**config.mk**
```make
export PLATFORM = sky130hd
export DESIGN_NAME = sbox_fermat_unit
export DESIGN_NICKNAME = d
export VERILOG_FILES = /design/src/rtl/sbx_pkg.sv /design/src/rtl/sbx_rst_sync.sv /design/src/rtl/gf_serial_mul.sv /design/src/rtl/sbx_pow_seq.sv /design/src/rtl/sbx_affine.sv /design/src/rtl/sbox_fermat_unit.sv
export SDC_FILE = /design/constraint.sdc
export NUM_CORES = 1
export LEC_CHECK = 0
export ABC_AREA = 1
export BUFFER_PORTS_ARGS = -buffer_cell sky130_fd_sc_hd__buf_4
export CORE_MARGIN = 1
export CORE_UTILIZATION = 29
export DETAILED_ROUTE_END_ITERATION = 12
export PLACE_DENSITY = 0.48
export SLEW_MARGIN = 25
export SYNTH_ARGS = -nofsm -noshare
export SYNTH_HDL_FRONTEND = slang
export SYNTH_HIERARCHICAL = 1
export SYNTH_SLANG_ARGS = --single-unit
```
**constraint.sdc**
```tcl
create_clock -name clk -period 1.9 [get_ports clk]
set_input_delay 0.19 -clock clk [delete_from_list [all_inputs] [get_ports clk]]
set_output_delay 0.19 -clock clk [all_outputs]
set_load 0.005 [all_outputs]
```
**src/rtl/sbx_pkg.sv**
```systemverilog
package sbx_pkg;

  localparam int unsigned SBX_W = 8;

  typedef enum logic [1:0] {
    ST_BOOT = 2'd0,
    ST_IDLE = 2'd1,
    ST_CALC = 2'd2,
    ST_HOLD = 2'd3
  } sbx_state_e;

endpackage

```
**src/rtl/sbx_rst_sync.sv**
```systemverilog
module sbx_rst_sync #(
  parameter int unsigned STAGES = 2
) (
  input  logic clk,
  input  logic rst_n,
  output logic rst_n_sync
);

  logic [STAGES-1:0] chain_q;
  logic [STAGES-1:0] chain_d;

  always_comb begin
    chain_d = {chain_q[STAGES-2:0], 1'b1};
  end

  always_ff @(posedge clk or negedge rst_n) begin
    if (!rst_n) begin
      chain_q <= '0;
    end else begin
      chain_q <= chain_d;
    end
  end

  assign rst_n_sync = chain_q[STAGES-1];

endmodule

```
**src/rtl/gf_serial_mul.sv**
```systemverilog
module gf_serial_mul #(
  parameter int unsigned   W    = 8,
  parameter logic [W-1:0]  POLY = 8'h1B
) (
  input  logic         clk,
  input  logic         rst_n,
  input  logic         start,
  input  logic [W-1:0] op_a,
  input  logic [W-1:0] op_b,
  output logic         done,
  output logic [W-1:0] product
);

  localparam int unsigned CW = (W > 1) ? $clog2(W) : 1;
  localparam logic [CW-1:0] LAST_STEP = CW'(W - 1);

  logic [W-1:0]  mcand_q, mcand_d;
  logic [W-1:0]  mplier_q, mplier_d;
  logic [W-1:0]  acc_q, acc_d;
  logic [CW-1:0] step_q, step_d;
  logic          run_q, run_d;
  logic          done_q, done_d;
  logic [W-1:0]  mcand_x;

  // multiply-by-x with conditional reduction
  always_comb begin
    mcand_x = {mcand_q[W-2:0], 1'b0} ^ (mcand_q[W-1] ? POLY : '0);
  end

  always_comb begin
    mcand_d  = mcand_q;
    mplier_d = mplier_q;
    acc_d    = acc_q;
    step_d   = step_q;
    run_d    = run_q;
    done_d   = 1'b0;
    if (start) begin
      mcand_d  = op_a;
      mplier_d = op_b;
      acc_d    = '0;
      step_d   = LAST_STEP;
      run_d    = 1'b1;
    end else if (run_q) begin
      acc_d    = acc_q ^ (mplier_q[0] ? mcand_q : '0);
      mcand_d  = mcand_x;
      mplier_d = {1'b0, mplier_q[W-1:1]};
      step_d   = step_q - 1'b1;
      if (step_q == '0) begin
        run_d  = 1'b0;
        done_d = 1'b1;
      end
    end
  end

  always_ff @(posedge clk or negedge rst_n) begin
    if (!rst_n) begin
      mcand_q  <= '0;
      mplier_q <= '0;
      acc_q    <= '0;
      step_q   <= '0;
      run_q    <= 1'b0;
      done_q   <= 1'b0;
    end else begin
      mcand_q  <= mcand_d;
      mplier_q <= mplier_d;
      acc_q    <= acc_d;
      step_q   <= step_d;
      run_q    <= run_d;
      done_q   <= done_d;
    end
  end

  assign done    = done_q;
  assign product = acc_q;

endmodule

```
**src/rtl/sbx_pow_seq.sv**
```systemverilog
module sbx_pow_seq #(
  parameter int unsigned W = 8
) (
  input  logic         clk,
  input  logic         rst_n,
  input  logic         go,
  input  logic [W-1:0] base_in,
  input  logic         mul_done,
  input  logic [W-1:0] mul_prod,
  output logic         mul_start,
  output logic [W-1:0] mul_a,
  output logic [W-1:0] mul_b,
  output logic         fin
);

  localparam int unsigned IW = (W > 1) ? $clog2(W) : 1;
  // exponent 2^W - 2: all ones except bit 0
  localparam logic [W-1:0]  EXPO     = {{(W-1){1'b1}}, 1'b0};
  localparam logic [IW-1:0] TOP_IDX  = IW'(W - 2);

  logic [W-1:0]  base_q, base_d;
  logic [IW-1:0] idx_q, idx_d;
  logic          mphase_q, mphase_d;
  logic          active_q, active_d;
  logic          step_end;
  logic          last_op;
  logic          want_mul;

  always_comb begin
    step_end = mul_done & active_q;
    want_mul = ~mphase_q & EXPO[idx_q];
    last_op  = (idx_q == '0) & ~want_mul;
    fin      = step_end & last_op;
  end

  always_comb begin
    mul_start = go | (step_end & ~last_op);
    if (go) begin
      mul_a = base_in;
      mul_b = base_in;
    end else if (want_mul) begin
      mul_a = mul_prod;
      mul_b = base_q;
    end else begin
      mul_a = mul_prod;
      mul_b = mul_prod;
    end
  end

  always_comb begin
    base_d   = base_q;
    idx_d    = idx_q;
    mphase_d = mphase_q;
    active_d = active_q;
    if (go) begin
      base_d   = base_in;
      idx_d    = TOP_IDX;
      mphase_d = 1'b0;
      active_d = 1'b1;
    end else if (step_end) begin
      if (last_op) begin
        active_d = 1'b0;
      end else if (want_mul) begin
        mphase_d = 1'b1;
      end else begin
        mphase_d = 1'b0;
        idx_d    = idx_q - 1'b1;
      end
    end
  end

  always_ff @(posedge clk or negedge rst_n) begin
    if (!rst_n) begin
      base_q   <= '0;
      idx_q    <= '0;
      mphase_q <= 1'b0;
      active_q <= 1'b0;
    end else begin
      base_q   <= base_d;
      idx_q    <= idx_d;
      mphase_q <= mphase_d;
      active_q <= active_d;
    end
  end

endmodule

```
**src/rtl/sbx_affine.sv**
```systemverilog
module sbx_affine #(
  parameter int unsigned  W    = 8,
  parameter logic [W-1:0] CVAL = 8'h63
) (
  input  logic [W-1:0] inv_in,
  output logic [W-1:0] sub_out
);

  for (genvar i = 0; i < W; i++) begin : g_bit
    assign sub_out[i] = inv_in[i]
                      ^ inv_in[(i + 4) % W]
                      ^ inv_in[(i + 5) % W]
                      ^ inv_in[(i + 6) % W]
                      ^ inv_in[(i + 7) % W]
                      ^ CVAL[i];
  end

endmodule

```
**src/rtl/sbox_fermat_unit.sv**
```systemverilog
module sbox_fermat_unit
  import sbx_pkg::*;
#(
  parameter int unsigned        W     = SBX_W,
  parameter logic [W-1:0]       POLY  = 8'h1B,
  parameter logic [W-1:0]       CVAL  = 8'h63
) (
  input  logic         clk,
  input  logic         rst_n,
  input  logic         in_valid,
  output logic         in_ready,
  input  logic [W-1:0] in_byte,
  output logic         out_valid,
  input  logic         out_ready,
  output logic [W-1:0] out_byte
);

  logic         rst_int_n;
  sbx_state_e   state_q, state_d;
  logic [W-1:0] res_q, res_d;
  logic         accept;
  logic         give;
  logic         mul_start;
  logic [W-1:0] mul_a, mul_b, mul_prod;
  logic         mul_done;
  logic         fin;
  logic [W-1:0] sub_val;

  sbx_rst_sync #(.STAGES(2)) u_rst (
    .clk        (clk),
    .rst_n      (rst_n),
    .rst_n_sync (rst_int_n)
  );

  always_comb begin
    accept = in_valid & (state_q == ST_IDLE);
    give   = out_ready & (state_q == ST_HOLD);
  end

  sbx_pow_seq #(.W(W)) u_seq (
    .clk       (clk),
    .rst_n     (rst_int_n),
    .go        (accept),
    .base_in   (in_byte),
    .mul_done  (mul_done),
    .mul_prod  (mul_prod),
    .mul_start (mul_start),
    .mul_a     (mul_a),
    .mul_b     (mul_b),
    .fin       (fin)
  );

  gf_serial_mul #(.W(W), .POLY(POLY)) u_mul (
    .clk     (clk),
    .rst_n   (rst_int_n),
    .start   (mul_start),
    .op_a    (mul_a),
    .op_b    (mul_b),
    .done    (mul_done),
    .product (mul_prod)
  );

  sbx_affine #(.W(W), .CVAL(CVAL)) u_aff (
    .inv_in  (mul_prod),
    .sub_out (sub_val)
  );

  always_comb begin
    state_d = state_q;
    res_d   = res_q;
    unique case (state_q)
      ST_BOOT: state_d = ST_IDLE;
      ST_IDLE: if (accept) state_d = ST_CALC;
      ST_CALC: begin
        if (fin) begin
          state_d = ST_HOLD;
          res_d   = sub_val;
        end
      end
      ST_HOLD: if (give) state_d = ST_IDLE;
      default: state_d = ST_BOOT;
    endcase
  end

  always_ff @(posedge clk or negedge rst_int_n) begin
    if (!rst_int_n) begin
      state_q <= ST_BOOT;
      res_q   <= '0;
    end else begin
      state_q <= state_d;
      res_q   <= res_d;
    end
  end

  assign in_ready  = (state_q == ST_IDLE);
  assign out_valid = (state_q == ST_HOLD);
  assign out_byte  = res_q;

endmodule

```
# Yosys cells after proc, flatten, opt, wreduce, memory -nomap -nowiden
# Memories as Yosys holds them, arrays and structs flattened.
# Cells that the tools add are included.
[word_totals]
regBits = 54
latchBits = 0
mem_bits_rw = 0
rom_bits = 8
in_bits = 12
out_inout_bits = 10
word_cells = 116
mem_count = 1
[classes]
add_sub_neg = 2
n_mul = 0
div_mod_pow = 0
n_lt_le_gt_ge = 1
eq_ne = 8
shifts = 0
muxes = 35
n_bitwise = 45
n_reduce_logical = 11
[memory_table]
columns = ["memory", "words", "width", "read_ports", "rd_ports_with_merged_regs", "wr", "line_no", "text"]
rows = [
  ["(no name shown)", 8, 1, 1, 0, 0, "sbx_pow_seq.sv:31", "want_mul = ~mphase_q & EXPO[idx_q];"],
]
[ops]
columns = ["cell", "n"]
rows = [
  ["two-way mux 8 bit", 10],
  ["bitwise XOR 1 bit", 28],
  ["two-way mux 3 bit", 6],
  ["bitwise XOR 8 bit", 2],
  ["two-way mux 1 bit", 14],
  ["inequality test 2 x 1 -> 1 bit, second input constant", 4],
  ["case mux 2 bit (4 select lines)", 1],
  ["AND 1 bit", 7],
  ["inverter 1 bit", 7],
  ["logical NOT 3 bit", 2],
  ["two-way mux 2 bit", 3],
  ["AND reduction 2 bit", 3],
  ["AND reduction 3 bit", 2],
  ["nonzero test 2 bit", 3],
  ["subtractor 3 x 1 -> 3 bit, second input constant", 2],
  ["two-way mux 5 bit", 1],
  ["== test 2 bit, second input constant", 2],
  ["less-than comparator 3 x 4 -> 1 bit, second input constant", 1],
  ["== test 2 x 1 -> 1 bit, second input constant", 1],
  ["logical NOT 2 bit", 1],
  ["inequality test 2 bit, second input constant", 1],
  ["bitwise OR 1 bit", 1],
]

# Longest topological paths before layout
# Gate-level depths: netlist of run 1.
[logic_depth]
depth_word = 9
mapped_depth = 13
mapped_depth_nobuf = 11

# Cells and area by module
# The synthesis of run 1 kept the hierarchy.
[by_module_without_submodules]
columns = ["module", "instances", "cells_each", "area_each_um2", "seq_area_each_um2"]
rows = [
  ["gf_serial_mul", 1, 189, 1437.6, 725.7],
  ["sbx_pow_seq", 1, 121, 808.3, 325.3],
  ["sbox_fermat_unit", 1, 60, 510.5, 250.2],
  ["sbx_affine", 1, 84, 375.4, 0.0],
  ["sbx_rst_sync", 1, 3, 53.8, 50.0],
]

# Worst setup path after synthesis of run 1
# No wires, ideal clock.
[synth_timing]
path_type = "reg2reg"
startpoint = "register u_seq.idx_q[0]"
endpoint = "register u_mul.mcand_q[1]"
setup_ns = 0.119
arrival_time_ns = 1.633
t_required_ns = 1.781
setup_slack_ns = 0.147
path_stages_with_launch = 10
path_buffers = 1
synth_period_minus_slack_ns = 1.753
path_cell_list = "dfrtp_1 -> inv_1 -> ha_1 -> ha_1 -> o21ai_1 -> inv_2 -> buf_2 -> or2_0 -> o21ai_1 -> nor2_1"
[synth_between]
elab_chain_cells = 9
elab_cells_between_ends = 11
cone_classes = "mux: 2; bitwise: 6; reduce/logical: 2; memory: 1"
[synth_rtl]
columns = ["element", "line_no", "text"]
rows = [
  ["start: declaration", "sbx_pow_seq.sv:22", "logic [IW-1:0] idx_q, idx_d;"],
  ["start signal: assignment", "sbx_pow_seq.sv:80", "idx_q <= idx_d;"],
  ["memory read (8 x 1 bit)", "n/a", ""],
  ["two-way mux 1 bit (implied by the code)", "sbx_pow_seq.sv:31", ""],
  ["AND 1 bit", "sbx_pow_seq.sv:31", ""],
  ["inverter 1 bit", "sbx_pow_seq.sv:32", "last_op = (idx_q == '0) & ~want_mul;"],
  ["AND 1 bit (*)", "sbx_pow_seq.sv:32", ""],
  ["inverter 1 bit (*)", "sbx_pow_seq.sv:37", "mul_start = go | (step_end & ~last_op);"],
  ["AND 1 bit (*)", "sbx_pow_seq.sv:37", ""],
  ["bitwise OR 1 bit (*)", "sbx_pow_seq.sv:37", ""],
  ["via mul_start", "sbox_fermat_unit.sv:23", "logic mul_start;"],
  ["two-way mux 8 bit or nonzero test 2 bit (tied branches)", "n/a", ""],
  ["end signal: assignment", "gf_serial_mul.sv:64", "mcand_q <= mcand_d;"],
  ["end: declaration", "gf_serial_mul.sv:17", "logic [W-1:0] mcand_q, mcand_d;"],
]
# Mark *: on every way through the listed nets, which the timed path passes. The rest lies on a longest branch. The select of a mux whose other input is x is not followed.
# A chain may end at the register's enable or synchronous reset.

# Worst setup path after layout of run 1
[layout_timing]
startpoint = "register u_seq.idx_q[0]"
endpoint = "register u_mul.mcand_q[7]"
# Same word-level chain as after synthesis.

==> results of run 1 <==
-- tightest hold or removal path, delay by kind of cell --
kind                   cells  cell delay [ps]
and+or+nand+nor            1               60
buffers and inverters      1               80
AOI/OAI and AO/OA          1               80
-- timing repair --
action | 4_1_cts | 5_1_grt
hold buffers | 1 | 0
resized for setup | 0 | 4
endpoints found under the hold margin | 2 | 0
endpoints found under the setup margin | 0 | 27
-- area by class of cell --
class                   count  area (µm²)  share of cell area [%]
well taps                 136       170.2                   4.670
clock inverters             3       45.04                   1.236
multi-input cells         333        1529                   41.96
flip-flops and latches     54        1353                   37.12
clock buffers               5       68.82                   1.889
repair buffers             35       269.0                   7.383
inverters                  55       209.0                   5.735
-- per-layer routing --
metal | share of wire (%) | global-route usage, %
met1 | 48 | 17.88
met2 | 48 | 25.02
met3 | 3.6 | 2.188
met4 | 0.69 | 2.935
met5 | 0 | 0
-- placed cells by master, fill, tap and decap left out, drive strengths merged, types with 3 or more instances in the layout --
cell type / n
a21oi: 5
buf: 34
clkbuf: 5
dfrtp: 54
ha: 8
inv: 55
nand2: 211
nand3: 50
nand4: 10
nor2: 14
o21ai: 19
or2: 3
xnor2: 3
-- synth_stat cells (all sizes together) --
cell,number,area (µm²)
a22oi,1,7.510
a31oi,1,6.260
a21oi,5,25.02
nor2,14,60.06
o21bai,1,11.26
buf,13,91.33
ha,8,100.1
o21ai,19,95.09
conb,1,3.750
o211ai,1,7.510
nor3,1,5.000
or2,3,18.77
nand2,211,807.0
xor2,2,17.52
clkbuf,2,10.01
xnor2,3,26.28
nand3b,2,15.01
nand4,10,62.56
nand3,50,255.3
dfrtp,54,1351
inv,55,209.0
-- worst paths after layout --
path	to	start	cells after the start
worst max-delay path	u_mul/mcand_q[7]	u_seq/idx_q[0]	9
worst min-delay path	u_seq/base_q[3]	in_byte[3]	3
worst max register to register	u_mul/mcand_q[7]	u_seq/idx_q[0]	9
worst min register to register	u_rst/chain_q[1]	u_rst/chain_q[0]	0
max in group asynchronous	u_mul/product[1]	u_rst/chain_q[1]	1
min in group asynchronous	u_rst/chain_q[1]	rst_n	2
-- power breakdown --
group | internal (W) | leakage [nW] | switching [W]
combinational | 0.00128 | 1.30 | 0.00197
clock | 0.000393 | 0.0504 | 0.000417
sequential | 0.00163 | 0.667 | 0.000527
-- per-stage QoR --
| stage | instance area, µm² | setup WS (ps) |
|---|---|---|
| floorplan | 3186 | 147.2 |
| global placement | 3511 | 119.6 |
| detailed placement | 3511 | 127.3 |
| CTS | 3635 | 94.31 |
| global route | 3643 | -13.91 |
| finish | 3643 | 141.5 |
-- flip-flops by register name, summed over array words and instances, names as in the netlist --
signal	flops
out_byte	8
u_mul/mcand_q	8
u_mul/mplier_q	8
u_mul/product	8
u_seq/base_q	8
u_mul/step_q	3
u_seq/idx_q	3
state_q	2
u_rst/chain_q	2
u_mul/done	1
u_mul/run_q	1
u_seq/active_q	1
u_seq/mphase_q	1
-- cells by family after synthesis --
| kind of cell | after synthesis | share of synthesized area, % |
|---|---|---|
| AOI/OAI and AO/OA | 28 | 4.792 |
| xor gates and xnor gates | 5 | 1.375 |
| adders and majority gates | 8 | 3.142 |
| buffers and inverters | 70 | 9.741 |
| DFF | 54 | 42.42 |
| other | 1 | 0.1177 |
| and+or+nand+nor | 291 | 38.41 |
==> metrics.cfg, run 1 <==
[status]
status=completed

[floorplanning]
die_y_um=106.8
rows=37
ios=22
start_util_pct=30.31
die_w_um=106.8
dieArea_um2=11410
core_area_um2=10510

[pwr]
ir_drop_mv=0.4778
finalPower_w=0.006216
p_per_area_nw_per_um2=1706
power.leakage_nw=2.013

[timing]
hold_violations=0
finalSetupViolCount=0
tightest_slew_ps=697.5
final.setup.tns_ps=0
slew_violations=0
worst_clock_skew_ps=14.20
worst_hold_slack_ps=133.6
max_slew_margin_pct=53.50
fmax_ghz=0.5687
min_period_over_period_pct=92.55
period_minus_slack_ps=1759

[setup_path]
critical_path.max_fanout=6
cp_data_required_time_ps=2150
path_delay_family=adder cells
cpPeakStageDelay_ps=380
cp.arrival_ps=2010
worst-path-buf-inv=3
path_cells=inv_1 > ha_1 > ha_2 > o21ai_1 > inv_2 > nand2_1 > buf_4 > nor2_1 > a21oi_1
start_kind=register
slowest_stage=dfrtp_1
endpoint_kind=register
regToRegSetupSlack_ps=140
worst-setup-path-type=register to register

[clock_network]
clkSinkCount=54
ctsRootBufferMaster=clkbuf_8
cts_buffer_depth=2
post_cts_buffers=0
cts_tree=yes
path_clk_slew_ps=110
htree_levels=2
numCtsBuffers=5
clk_latency_ps=320

[layout]
area_growth_pct=14.38
finalNonFillerCells=621
diodes=0
nNetsFinal=504
nFillCells=1127
drive_gt1_share_pct=12.58
post-route-util_pct=34.67

[job]
drv_cap=0

[place]
dp.cells=612
port_buffers=21
routabilityCongestion=0.8016
hpwl_um=5453

[global_route]
grt_max_degree=53
grtUsageTotal_pct=14.05
antenna_found_initial=0
grt_pass1_vias=2788
grt_pass1_wl_um=12790
grt_overflow=0

[logic_synthesis]
synth-seq-cells=54
syn_nets=477
ys_warn_count=6
syn-instance-count=457
synth_area_um2=3186
synth-seq-area-share_pct=42.42
synthDistinctLibCells=31
avgSynthCellArea_um2=6.971

[routing]
drt_wl_total_um=7433
initialDrtViolationCount=119
via_per_inst=4.546
num_vias=2823
ant_nets=0
drc=0
drt-pass1-iter-count=7
routedWlPerCell_um=11.97

[worst_hold_path]
min_path_type=primary input to register

Power figures use the tool's default switching activity.
==> inputs of run 2 (changes only) <==
- ABC_AREA: 1 -> 0
- HOLD_SLACK_MARGIN: not set -> 0.1
==> run 2 against run 1 <==
Net effect: synthesized area is 1.9% lower; non-clock buffer count is 3 higher; clock skew is 6.6 ps lower; critical path type unchanged.
==> metrics.cfg, run 2 <==
[global_route]
grt_max_degree=34  ; -36%
grt_pass1_wl_um=11260  ; -12%
grt_pass1_vias=2125  ; -24%
antenna_found_initial=0  ; unchanged
grt_overflow=0  ; unchanged
grtUsageTotal_pct=12.91  ; -1.1 points

[routing]
initialDrtViolationCount=75  ; -37%
num_vias=2060  ; -27%
drt-pass1-iter-count=4  ; -3
via_per_inst=4.498  ; -1.1%
ant_nets=0  ; unchanged
drt_wl_total_um=6460  ; -13%
drc=0  ; unchanged
routedWlPerCell_um=14.10  ; +18%

[logic_synthesis]
synth_area_um2=3125  ; -1.9%
synthDistinctLibCells=39  ; +26%
synth-edff-count=0  ; unchanged
syn_nets=310  ; -35%
synthArstFlopShare_pct=100.0  ; unchanged
syn-instance-count=290  ; -37%
synth-seq-area-share_pct=43.23  ; +0.82 points
ys.flop_type=dfrtp_1
synth_top_area_cell=dfrtp_1
synth.top_cell.area_share_pct=43.23  ; +0.82 points
ys_top_cells_by_area=dfrtp_1 43%, mux2i_1 5.1%, nand2_1 4.1%, mux2_4 3.8%, xnor2_1 3.4%
netlist_top_cells_count=54 x dfrtp_1, 34 x nand2_1, 19 x inv_1, 16 x mux2i_1
synth-seq-cells=54  ; unchanged
ys_warn_count=6  ; unchanged
synth.most_common_cell=dfrtp_1
avgSynthCellArea_um2=10.78  ; +55%

[layout]
layout_commonest_cell=dfrtp_1
drive_gt1_share_pct=25.78  ; +13 points
diodes=0  ; unchanged
post-route-util_pct=35.35  ; +0.68 points
area_growth_pct=17.29
layout_common_cells=53 x dfrtp_1, 34 x nand2_1, 33 x buf_4
nNetsFinal=341  ; -32%

[setup_path]
cpPeakStageDelay_ps=520  ; +140 ps
start_kind=register
worst-path-buf-inv=2  ; -1
worst-setup-path-type=register to register
cp.arrival_ps=2020  ; about the same
slowest_stage=or4b_1
path_cells=inv_1 > ha_1 > ha_2 > buf_6 > or4b_1 > o211ai_1 > nand2_1 > o21ai_0
path_delay_family=simple AND/OR/NAND/NOR gates
endpoint_kind=register
critical_path.max_fanout=10  ; +4
cp_data_required_time_ps=2140  ; about the same

[clock_network]
ctsRootBufferMaster=clkbuf_8
numCtsBuffers=5  ; unchanged
path_clk_slew_ps=100  ; about the same
clk_latency_ps=310  ; about the same
cts_buffer_depth=2  ; unchanged
cts_tree=yes
htree_levels=2  ; unchanged
clkSinkCount=54  ; unchanged

[pwr]
power.leakage_nw=1.826  ; -9.3%
p_sw_w=0.001854  ; -36%
p_per_area_nw_per_um2=1384  ; -19%
ir_drop_mv=0.4290  ; -10%
p_clk_share_pct=15.0  ; +2.0 points
switching_share_pct=36.54  ; -10 points
intPower_w=0.003221  ; -2.6%
finalPower_w=0.005075  ; -18%
power.share.sequential_pct=37.0  ; +2.3 points
power_frac_comb_pct=48.0  ; -4.2 points

[timing]
period_minus_slack_ps=1784  ; +25.83 ps
finalSetupViolCount=0  ; unchanged
slew_violations=0  ; unchanged
worst_clock_skew_ps=7.601  ; -6.596 ps
rsz0062_at_grt=false
fmax_ghz=0.5604  ; -1.4%
worst_hold_slack_ps=142.7  ; +9.139 ps
final.setup.tns_ps=0  ; unchanged
min_period_over_period_pct=93.91  ; +1.4 points
hold_violations=0  ; unchanged

[floorplanning]
die_w_um=105.8  ; -0.93%
core_area_um2=10370  ; -1.3%
die_y_um=105.8  ; -0.93%
rows=37  ; unchanged
start_util_pct=30.14  ; -0.17 points
ios=22  ; unchanged
dieArea_um2=11200  ; -1.8%

[place]
routabilityCongestion=0.7482  ; -6.7%
hpwl_um=4519  ; -17%
port_buffers=21  ; unchanged

[job]
drv_cap=0  ; unchanged

[worst_hold_path]
min_path_type=primary input to register

[status]
status=completed

## run 2: cell types whose count changed after synthesis, moves of 8 or more
cell / previous run / this run
inv_1: 48 / 19
mux2_4: 0 / 8
mux2i_1: 0 / 16
nand2_1: 207 / 34
nand2b_1: 0 / 13
nand3_1: 49 / 0
nand4_1: 10 / 0
or4b_1: 0 / 8
xnor2_1: 3 / 12
## run 2: final timing paths
kind                                   from                end  slack (ps)  cells past startpoint
min                              in_byte[5]    u_seq/base_q[5]         140                      3
max in group asynchronous  u_rst/chain_q[1]        out_byte[0]        1090                      1
max reg2reg                  u_seq/idx_q[0]  u_mul/mplier_q[3]         120                      8
max                          u_seq/idx_q[0]  u_mul/mplier_q[3]         120                      8
min in group asynchronous             rst_n   u_rst/chain_q[1]         170                      2
min reg2reg                u_rst/chain_q[1]    u_seq/base_q[6]         240                      0
## run 2: worst min-delay path: cells and delay by family
family                 cells  cell delay (ps)
buffers and inverters      1               70
AO/OA/AOI/OAI              1               80
AND/OR/NAND/NOR            1               80
## run 2: kinds of logic after synthesis
kind of cell | Yosys count | share of synthesized area, %
compound gates | 38 | 7.926
xor+xnor | 22 | 8.807
fa+ha+maj | 8 | 3.203
buf+inv | 35 | 5.805
flops | 54 | 43.23
mux | 34 | 12.57
other cells | 1 | 0.1200
simple gates | 98 | 18.34
## run 2: cell type report
cell class | count | area (µm²)
inverters | 19 | 71.32
flip-flops and latches | 54 | 1353
fillers | 1103 | 6704
multi-input cells | 203 | 1642
well taps | 136 | 170.2
repair buffers | 38 | 320.3
clock buffers | 8 | 110.1
## run 2: per-layer routing
layer  up-vias  share of wire [%]  global-route usage, %  wire length [µm]
li1       1034                  -                      -                 -
met1      1000                 52                  18.68              3334
met3         8                1.6                  2.226               106
met5         -                  0                      0                 0
met4         0                1.2                  3.571                80
met2        18                 45                  19.70              2938
## run 2: metrics by stage
step	worst slack, ps	area (µm²)	std cells
final	115.7	3666	458
after global routing	2.709	3666	458
after floorplan	0.04818	3138	290
after detailed placement	23.20	3477	444
after global placement	80.14	3477	444
after CTS	32.13	3642	458
## run 2: timing repair
action,CTS,global route
hold buffers,1,0
hold endpoints to repair,2,0
buffers inserted,3,0
gates resized for setup,1,10
cloned,2,0
pin swaps,0,3
setup endpoints to repair,1,22
## run 2: power groups by stage
stage / combinational (W) / sequential (W) / clock, W
floorplan: 0.00198 / 0.00177 / 0
global placement: 0.00234 / 0.00191 / 0
detailed placement: 0.00237 / 0.00191 / 0
CTS: 0.00243 / 0.00189 / 0.000791
global route: 0.00273 / 0.00194 / 0.000843
finish: 0.00244 / 0.00188 / 0.000762
